<file path="config.mk">
export PLATFORM = sky130hd
export DESIGN_NAME = cmd_list_seq
export DESIGN_NICKNAME = d
export VERILOG_FILES = /design/src/rtl/cls_pkg.sv /design/src/rtl/cls_fsm.sv /design/src/rtl/cls_station.sv /design/src/rtl/cls_events.sv /design/src/rtl/cmd_list_seq.sv
export SDC_FILE = /design/constraint.sdc
export NUM_CORES = 1
export LEC_CHECK = 0
export ABC_AREA = 1
export BUFFER_PORTS_ARGS = -buffer_cell sky130_fd_sc_hd__clkbuf_2
export CAP_MARGIN = 20
export CORE_MARGIN = 4
export CORE_UTILIZATION = 60
export CTS_CLUSTER_SIZE = 30
export DETAILED_ROUTE_END_ITERATION = 7
export MAX_ROUTING_LAYER = met4
export PLACE_DENSITY = 0.85
export SKIP_LAST_GASP = 1
export SLEW_MARGIN = 20
export SYNTH_ARGS = -nofsm -noshare
export SYNTH_HDL_FRONTEND = slang
export SYNTH_SLANG_ARGS = --single-unit
</file>
<file path="constraint.sdc">
create_clock -name clk -period 4.12 [get_ports clk]
set_clock_uncertainty 0.05 [all_clocks]
set_input_delay 0.206 -clock clk [delete_from_list [all_inputs] [get_ports clk]]
set_output_delay 0.206 -clock clk [all_outputs]
set_load 0.02 [all_outputs]
</file>
<file path="src/rtl/cls_pkg.sv">
package cls_pkg;
  localparam int WORD_W   = 32;
  localparam int IA_BYTES = 6;
  localparam int IA_W     = 8 * IA_BYTES;

  // command word bit positions (full-word numbering)
  localparam int EL_BIT = 31;
  localparam int S_BIT  = 30;
  localparam int I_BIT  = 29;
  localparam int OP_LSB = 16;
  localparam int C_BIT  = 15;
  localparam int OK_BIT = 13;
  localparam int HI_LSB = 16;

  localparam logic [3:0] LINK_OFS = 4'd4;
  localparam logic [3:0] IA0_OFS  = 4'd8;
  localparam logic [3:0] IA1_OFS  = 4'd12;

  localparam logic [2:0] OP_NOP = 3'b000;
  localparam logic [2:0] OP_IA  = 3'b001;

  typedef enum logic [1:0] {
    CU_IDLE   = 2'b00,
    CU_SUSP   = 2'b01,
    CU_ACTIVE = 2'b10
  } cu_state_e;

  // completion word: upper half kept, complete and ok set, rest cleared
  function automatic logic [WORD_W-1:0] status_word(input logic [15:0] cmd_hi);
    logic [WORD_W-1:0] w;
    w = {cmd_hi, 16'h0000};
    w[C_BIT]  = 1'b1;
    w[OK_BIT] = 1'b1;
    return w;
  endfunction

  // block byte address from base and offset
  function automatic logic [WORD_W-1:0] block_target(input logic [WORD_W-1:0] base,
                                                     input logic [WORD_W-1:0] ofs);
    return base + ofs;
  endfunction

  // station address: first byte in the lowest bits
  function automatic logic [IA_W-1:0] assemble_ia(input logic [WORD_W-1:0] lo,
                                                  input logic [15:0] hi16);
    return {hi16, lo};
  endfunction
endpackage

</file>
<file path="src/rtl/cls_fsm.sv">
module cls_fsm
  import cls_pkg::*;
#(
  parameter int ADDR_W = 32
) (
  input  logic              clk,
  input  logic              rst_n,
  input  logic              host_start,
  input  logic              host_resume,
  input  logic [WORD_W-1:0] host_ptr,
  input  logic [WORD_W-1:0] base_addr,
  output logic              mem_req,
  output logic              mem_we,
  output logic [ADDR_W-1:0] mem_addr,
  output logic [WORD_W-1:0] mem_wdata,
  input  logic              mem_ack,
  input  logic [WORD_W-1:0] mem_rdata,
  output logic [1:0]        cu_state,
  output logic              ev_block_done,
  output logic              ev_leave_active,
  output logic              ev_ia_lo,
  output logic              ev_ia_hi,
  output logic              cmd_irq
);
  typedef enum logic [2:0] {
    SQ_IDLE, SQ_SUSP, SQ_CMD, SQ_LINK, SQ_IA0, SQ_IA1, SQ_STAT, SQ_RELINK
  } seq_e;

  seq_e               st;
  logic [ADDR_W-1:0]  blk_addr;
  logic [15:0]        cmd_hi;
  logic [WORD_W-1:0]  link_off;
  logic [3:0]         ofs;
  logic [WORD_W-1:0]  start_tgt, link_tgt, relink_tgt;
  logic               flag_el, flag_s;
  logic [2:0]         opcode;

  assign flag_el = cmd_hi[EL_BIT-HI_LSB];
  assign flag_s  = cmd_hi[S_BIT-HI_LSB];
  assign cmd_irq = cmd_hi[I_BIT-HI_LSB];
  assign opcode  = cmd_hi[OP_LSB-HI_LSB +: 3];

  assign start_tgt  = block_target(base_addr, host_ptr);
  assign link_tgt   = block_target(base_addr, link_off);
  assign relink_tgt = block_target(base_addr, mem_rdata);

  always_comb begin
    case (st)
      SQ_LINK, SQ_RELINK: ofs = LINK_OFS;
      SQ_IA0:             ofs = IA0_OFS;
      SQ_IA1:             ofs = IA1_OFS;
      default:            ofs = 4'd0;
    endcase
  end

  assign mem_req   = (st != SQ_IDLE) && (st != SQ_SUSP);
  assign mem_we    = (st == SQ_STAT);
  assign mem_addr  = blk_addr + ADDR_W'(ofs);
  assign mem_wdata = status_word(cmd_hi);

  always_comb begin
    case (st)
      SQ_IDLE: cu_state = CU_IDLE;
      SQ_SUSP: cu_state = CU_SUSP;
      default: cu_state = CU_ACTIVE;
    endcase
  end

  assign ev_block_done   = (st == SQ_STAT) && mem_ack;
  assign ev_leave_active = ev_block_done && (flag_el || flag_s);
  assign ev_ia_lo        = (st == SQ_IA0) && mem_ack;
  assign ev_ia_hi        = (st == SQ_IA1) && mem_ack;

  always_ff @(posedge clk or negedge rst_n) begin
    if (!rst_n) begin
      st       <= SQ_IDLE;
      blk_addr <= '0;
      cmd_hi   <= '0;
      link_off <= '0;
    end else begin
      case (st)
        SQ_IDLE, SQ_SUSP: begin
          if (host_start) begin
            blk_addr <= start_tgt[ADDR_W-1:0];
            st       <= SQ_CMD;
          end else if (host_resume && st == SQ_SUSP) begin
            st <= SQ_RELINK;
          end
        end
        SQ_CMD: if (mem_ack) begin
          cmd_hi <= mem_rdata[WORD_W-1:HI_LSB];
          st     <= SQ_LINK;
        end
        SQ_LINK: if (mem_ack) begin
          link_off <= mem_rdata;
          st       <= (opcode == OP_IA) ? SQ_IA0 : SQ_STAT;
        end
        SQ_IA0: if (mem_ack) st <= SQ_IA1;
        SQ_IA1: if (mem_ack) st <= SQ_STAT;
        SQ_STAT: if (mem_ack) begin
          if (flag_el)     st <= SQ_IDLE;
          else if (flag_s) st <= SQ_SUSP;
          else begin
            blk_addr <= link_tgt[ADDR_W-1:0];
            st       <= SQ_CMD;
          end
        end
        SQ_RELINK: if (mem_ack) begin
          link_off <= mem_rdata;
          blk_addr <= relink_tgt[ADDR_W-1:0];
          st       <= SQ_CMD;
        end
        default: st <= SQ_IDLE;
      endcase
    end
  end
endmodule

</file>
<file path="src/rtl/cls_station.sv">
module cls_station
  import cls_pkg::*;
(
  input  logic              clk,
  input  logic              rst_n,
  input  logic              ev_ia_lo,
  input  logic              ev_ia_hi,
  input  logic [WORD_W-1:0] rd_word,
  output logic [IA_W-1:0]   station_addr
);
  logic [WORD_W-1:0] lo_word;

  always_ff @(posedge clk or negedge rst_n) begin
    if (!rst_n) begin
      lo_word      <= '0;
      station_addr <= '0;
    end else begin
      if (ev_ia_lo) lo_word <= rd_word;
      if (ev_ia_hi) station_addr <= assemble_ia(lo_word, rd_word[15:0]);
    end
  end
endmodule

</file>
<file path="src/rtl/cls_events.sv">
module cls_events (
  input  logic clk,
  input  logic rst_n,
  input  logic ev_block_done,
  input  logic ev_leave_active,
  input  logic cmd_irq,
  output logic cx_irq,
  output logic cna_pulse
);
  always_ff @(posedge clk or negedge rst_n) begin
    if (!rst_n) begin
      cx_irq    <= 1'b0;
      cna_pulse <= 1'b0;
    end else begin
      cx_irq    <= ev_block_done && cmd_irq;
      cna_pulse <= ev_leave_active;
    end
  end
endmodule

</file>
<file path="src/rtl/cmd_list_seq.sv">
module cmd_list_seq
  import cls_pkg::*;
#(
  parameter int ADDR_W = 32
) (
  input  logic              clk,
  input  logic              rst_n,
  input  logic              host_start,
  input  logic              host_resume,
  input  logic [31:0]       host_ptr,
  input  logic [31:0]       base_addr,
  output logic              mem_req,
  output logic              mem_we,
  output logic [ADDR_W-1:0] mem_addr,
  output logic [31:0]       mem_wdata,
  input  logic              mem_ack,
  input  logic [31:0]       mem_rdata,
  output logic [1:0]        cu_state,
  output logic              cx_irq,
  output logic              cna_pulse,
  output logic [47:0]       station_addr
);
  logic ev_block_done, ev_leave_active, ev_ia_lo, ev_ia_hi, cmd_irq;

  cls_fsm #(.ADDR_W(ADDR_W)) u_fsm (
    .clk(clk), .rst_n(rst_n),
    .host_start(host_start), .host_resume(host_resume),
    .host_ptr(host_ptr), .base_addr(base_addr),
    .mem_req(mem_req), .mem_we(mem_we), .mem_addr(mem_addr),
    .mem_wdata(mem_wdata), .mem_ack(mem_ack), .mem_rdata(mem_rdata),
    .cu_state(cu_state),
    .ev_block_done(ev_block_done), .ev_leave_active(ev_leave_active),
    .ev_ia_lo(ev_ia_lo), .ev_ia_hi(ev_ia_hi), .cmd_irq(cmd_irq)
  );

  cls_station u_station (
    .clk(clk), .rst_n(rst_n),
    .ev_ia_lo(ev_ia_lo), .ev_ia_hi(ev_ia_hi),
    .rd_word(mem_rdata), .station_addr(station_addr)
  );

  cls_events u_events (
    .clk(clk), .rst_n(rst_n),
    .ev_block_done(ev_block_done), .ev_leave_active(ev_leave_active),
    .cmd_irq(cmd_irq), .cx_irq(cx_irq), .cna_pulse(cna_pulse)
  );
endmodule

</file>
# == Yosys cells after proc, flatten, opt, wreduce, memory -nomap -nowiden ==
# Index checks and enable logic that the tools add are counted.
# Widths: inputs -> output; s select.
# word_totals
ff_bits,165
out_inout_bits,118
# classes
add_sub_neg,4
n_eq_ne,19
n_mux,20
n_reduce_logical,17
# op_table
operator,n
$mux 32,5
$add 32x32->32,3
$pmux 32 s3,1
$add 32x4->32,1
$mux 3,9
$pmux 3 s7,1
$ne 2x2->1 const B,8
$eq 3x3->1 const B,4
$pmux 4 s3,1
$logic_and 1x1->1,7
$reduce_and 7->1,1
$eq 3x1->1 const B,2
$eq 3x2->1 const B,2
$reduce_and 6->1,1
$reduce_bool 3->1,2
$mux 2,2
$pmux 2 s2,1
$reduce_and 2->1,2
$reduce_or 2->1,2
$logic_not 3->1,1
$ne 3x1->1 const B,1
$ne 3x2->1 const B,1
$ne 2x1->1 const B,1
$logic_or 1x1->1,1

# == Logic depth before layout (Yosys ltp) ==
# depth
word_depth,5
depth_mapped,19

# == Cells and area by module ==
# A second synthesis with hierarchy kept.
# hier_totals
cells_unflattened,1499
area_unflattened_um2,10373.7
# modules_own_cells
module,instances,cells_each,area_each_um2,seq_area_each_um2
cls_fsm,1,1156,7303.3,2077.0
cls_station,1,339,3012.9,2001.9
cls_events,1,4,57.6,50.0

# == Least setup slack after synthesis ==
# OpenSTA, ideal clock, no wires.
# synth_timing
kind,flip-flop to flip-flop
from,register u_fsm.st[1]
to,register u_fsm.blk_addr[16]
t_arrival_ns,2.592
required_ns,3.947
path_slack_ns,1.355
stages_incl_launch_ff,20
n_path_buf,1
period_less_slack_ns,2.765
path_cell_list,dfrtp_1 nand2_2 nor2_4 inv_1 clkbuf_1 o22ai_1 a21oi_1 ha_1 inv_1 fa_1 inv_1 nand3_1 nand3_1 nand2_1 nand2_1 nand3_1 nand2_1 nand2_1 nand3_1 o21ai_1
# synth_between
word_cells_on_any_way,13
cone_classes,eq/ne: 8; mux: 1; reduce/logical: 4
# synth_lines
item,line_no,text
from (decl),cls_fsm.sv:29,seq_e st;
from (signal assigned),cls_fsm.sv:96,st <= (opcode == OP_IA) ? SQ_IA0 : SQ_STAT;
$eq 3x3->1 *,-,
via mem_we,cmd_list_seq.sv:13,"output logic mem_we,"
"$ne 2x2->1 (no line), or another cell as far along",-,
$reduce_and 6->1 (no line),-,
to (signal assigned),cls_fsm.sv:84,blk_addr <= start_tgt[ADDR_W-1:0];
to (signal assigned),cls_fsm.sv:104,blk_addr <= link_tgt[ADDR_W-1:0];
to (signal assigned),cls_fsm.sv:110,blk_addr <= relink_tgt[ADDR_W-1:0];
to (decl),cls_fsm.sv:30,logic [ADDR_W-1:0] blk_addr;
# The timed path passes the listed nets; every way through them passes the cells marked *.
# A chain may end at the register's enable or synchronous reset.

# == Worst setup path after layout ==
# layout_timing
from,register u_fsm.st[1]
to,output port mem_addr[28]
# layout_between
elab_chain_cells,4
word_cells_on_any_way,7
cone_classes,add/sub: 1; eq/ne: 4; mux: 1; reduce/logical: 1
# layout_lines
item,line_no,text
$eq 3x2->1 / $eq 3x3->1 (equally long branches),cls_fsm.sv:48,case (st)
$reduce_or 2->1 (no line),-,
$pmux 4 s3 *,cls_fsm.sv:48,
$add 32x4->32 *,cls_fsm.sv:58,assign mem_addr = blk_addr + ADDR_W'(ofs);
to (decl),cmd_list_seq.sv:14,"output logic [ADDR_W-1:0] mem_addr,"
# Every way passes the cells marked *; elsewhere a longest branch is shown, timed or not.

==> summary.txt <==
Cells and area
  – Final nets: 1621
  – Commonest cells after routing, fill and taps aside: nand2_1 (400), clkbuf_2 (201), inv_1 (180)
  – Fin area: 11600 µm²
  – Share of cells above drive strength 1: 19.7%
  – Most common cell after layout, fill and taps aside: nand2_1
  – Layout Area Growth over Synthesis: 17.4%

Critical path
  – Type of the setup path with the least slack: reg -> out
  – Crit path top cell by count: inv_1
  – Combined buffer and inverter count along the critical path: 5
  – Crit path DAT: 3.33 ns
  – Largest delay share family, worst path: simple AND/OR/NAND/NOR gates
  – CP Launch Type: register
  – Required time worst endpoint: 3.86 ns
  – Cell Chain, Critical Path: inv_1 -> nand2_2 -> inv_2 -> nor2_1 -> ha_1 -> inv_1 -> fa_1 -> inv_1 -> nand3_2 -> nor2_4 -> nand4_4 -> nor2_4 -> nand2_2 -> nor2_2 -> nand2_1 -> and2_1 -> clkbuf_2
  – Type of element capturing the critical path: output pin
  – Critical path's slowest cell: dfrtp_1
  – Delay of the slowest critical-path stage: 0.47 ns
  – Maximum fanout along the worst path: 5

Power
  – Pwr Density: 845 nW/µm²
  – Worst supply voltage drop on vdd: 0.419 mV
  – Leak: 6.48 nW
  – Power after layout: 9.78 mW

Logic synthesis
  – Commonest register cell after synthesis: dfrtp_1
  – Total number of yosys warnings: 0
  – Flip-flop and latch count after synthesis: 165
  – Sequential area share after synthesis: 41.9%
  – Mean area per synthesized cell: 7.62 µm²
  – Post-synth design cell area: 9860 µm²
  – Number of enable-type register cells in the synthesized netlist: 0
  – Unique masters post-synth: 42
  – Ys async rst share: 100%
  – Post-Syn Instances: 1295

Floorplanning
  – Vert. Die Dim: 136 µm
  – Horizontal die dimension: 136 µm
  – Initial standard-cell utilization of the core: 61.6%
  – # rows: 46
  – Core region area: 16000 µm²
  – Total Die Area: 18600 µm²
  – Num ports: 219

Placed design
  – Setup slack after placement: 0.918 ns
  – Count of input and output buffers: 202
  – Post-detail-place hpwl: 21.2 mm
  – Routability congestion estimate from global placement: 0.974
  – Instance area at placement: 11000 µm²

GRT
  – Busiest layer in global routing: met2
  – Met2 track demand over resource: 49.3%
  – Total grt overflow: 0
  – Met1 Resource Use GR: 41.0%
  – Met3 usage in global routing: 5.88%
  – Via count of the first global-routing pass: 8638
  – Largest net degree at the start of global routing: 112
  – Antenna violations before repair: 1
  – Gr usage total: 31.2%
  – First-pass GRT wire length: 44.2 mm

Route
  – DR vias: 9191
  – Average wire per cell in the routed design: 16.2 µm
  – First-pass detailed-route iteration total: 8
  – Number of routed nets with antenna violations: 0
  – Post-route DRC: 1
  – Total wire length after detailed routing: 27.7 mm
  – Routed vias/inst: 5.37
  – Detailed router's first-iteration violation count: 866

Timing
  – Relative slew margins: 31.3%
  – Fmax achieved: 279 MHz
  – Worst hold slack after final layout: 0.0292 ns
  – Transition time of the tightest slew-check pin: 1.03 ns
  – Endpoints failing setup: 0
  – Post-layout minimum cycle time: 3.59 ns
  – Total Neg Setup Slack: 0 ns
  – Fin crit share: 87.1%
  – Post-route setup slack: 0.530 ns
  – Final-report max-slew violation count: 0
  – Final count of hold timing violations: 0
  – Unrepaired setup endpoints after global routing: no

Clocking
  – Worst-skew pair later-pin latency: 0.43 ns
  – Root cell of the clock tree: clkbuf_16
  – Clock tree from TritonCTS: built
  – CTS Buf Count: 17
  – # H-tree levels: 4
  – Maximum buffer depth of the clock tree: 2
  – Clock transition at the registers of the reported paths: 0.07 ns
  – Clock net sink count: 165
  – PostCTS Resize Cnt: 0

Worst hold path
  – Classification of the worst-slack hold path: in -> reg

Outcome
  – Violations in the final reports: DRC
  – Run status: complete, but fails checks

Job
  – # Max-Cap Violations: 0
==> kinds of logic after synthesis <==
| kind of cell | count (synthesis) | synth area share, % |
|---|---|---|
| other | 2 | 0.0762 |
| AOI/OAI and AO/OA | 211 | 11.3 |
| buffers and inverters | 239 | 10.0 |
| adders and majority gates | 38 | 4.97 |
| and+or+nand+nor | 566 | 24.4 |
| DFF | 165 | 41.9 |
| xor gates and xnor gates | 42 | 3.73 |
| muxes | 32 | 3.65 |
==> per-layer routing <==
layer | up-vias | wire, µm
met2 | 416 | 13000
met4 | 0 | 747
met3 | 50 | 2250
met5 | - | 0
li1 | 4471 | -
met1 | 4254 | 11700
==> cell usage after synthesis (2+ instances only) <==
cell type  number  share of area [%]
a21oi_1        53                2.7
and2_1          2               0.13
buf_2           8               0.41
buf_4          22                1.7
clkbuf_1       24               0.91
conb_1          2              0.076
dfrtp_1       165                 42
fa_1            2               0.41
ha_1           36                4.6
inv_1         180                6.9
inv_2           3               0.11
mux2_1          5               0.57
mux2_2         27                3.1
nand2_1       402                 15
nand2_2         6               0.38
nand3_1        52                2.6
nand3_2         2               0.20
nand3b_1        4               0.30
nand4_1        13               0.82
nor2_1         51                1.9
nor2_2          4               0.25
nor2_4          6               0.69
nor3_1         12               0.61
nor4_1          5               0.32
o21ai_0       114                5.8
o21ai_1         7               0.36
o21bai_1        4               0.30
o22ai_1        30                1.9
xnor2_1        19                1.7
xor2_1         23                2.0
==> sequential cells by signal, summed over array words and instances, names as in the netlist <==
signal / flops
u_events.cx_irq: 1
u_fsm.blk_addr: 32
u_station.lo_word: 32
u_events.cna_pulse: 1
u_fsm.link_off: 32
u_fsm.st: 3
u_fsm.cmd_hi: 16
u_station.station_addr: 48
==> what timing repair did <==
item                                   4_1_cts  5_1_grt
setup buffers                                0        0
hold buffers                                 1        0
endpoints found under the hold margin      109        0
==> metrics by stage <==
step	std cells	util [%]
CTS	1711	72.3
floorplan	1309	-
finish	1712	72.4
detailed placement	1678	68.5
global placement	1678	68.5
global route	1712	72.4
==> report_power, final <==
group | total, mW | switching [mW] | internal (mW) | leakage (nW)
combinational | 5.25 | 3.45 | 1.80 | 4.10
sequential | 2.87 | 0.532 | 2.34 | 2.09
clock | 1.66 | 0.736 | 0.926 | 0.297
total | 9.78 | 4.72 | 5.06 | 6.48
==> cell type report <==
| cell class | count | area [µm²] |
|---|---|---|
| Sequential cell | 165 | 4130 |
| Fill cell | 1310 | 4420 |
| Multi-Input combinational cell | 905 | 4800 |
| Tap cell | 216 | 270 |
| Clock inverter | 14 | 181 |
| Clock buffer | 18 | 429 |
| Timing Repair Buffer | 210 | 1080 |
| Inverter | 183 | 687 |
| Antenna cell | 1 | 2.50 |
==> final timing paths <==
check,to,cells after the start,slack [ns],from
max reg2reg,u_fsm.blk_addr[24]$_DFFE_PN0P_,18,0.87,u_fsm.st[1]$_DFFE_PN0P_
min,u_fsm.link_off[31]$_DFFE_PN0P_,3,0.03,mem_rdata[31]
max in group asynchronous,u_fsm.blk_addr[14]$_DFFE_PN0P_,3,2.64,rst_n
max,mem_addr[28],17,0.53,u_fsm.st[1]$_DFFE_PN0P_
min in group asynchronous,u_station.station_addr[4]$_DFFE_PN0P_,2,0.41,rst_n
min reg2reg,u_fsm.blk_addr[30]$_DFFE_PN0P_,2,0.43,u_fsm.blk_addr[30]$_DFFE_PN0P_
==> tightest hold or removal path: stages <==
cell	delay, ns
clkbuf_2	0.09
inv_1	0.08
o21ai_0	0.09
(Power assumes the default switching activity.)
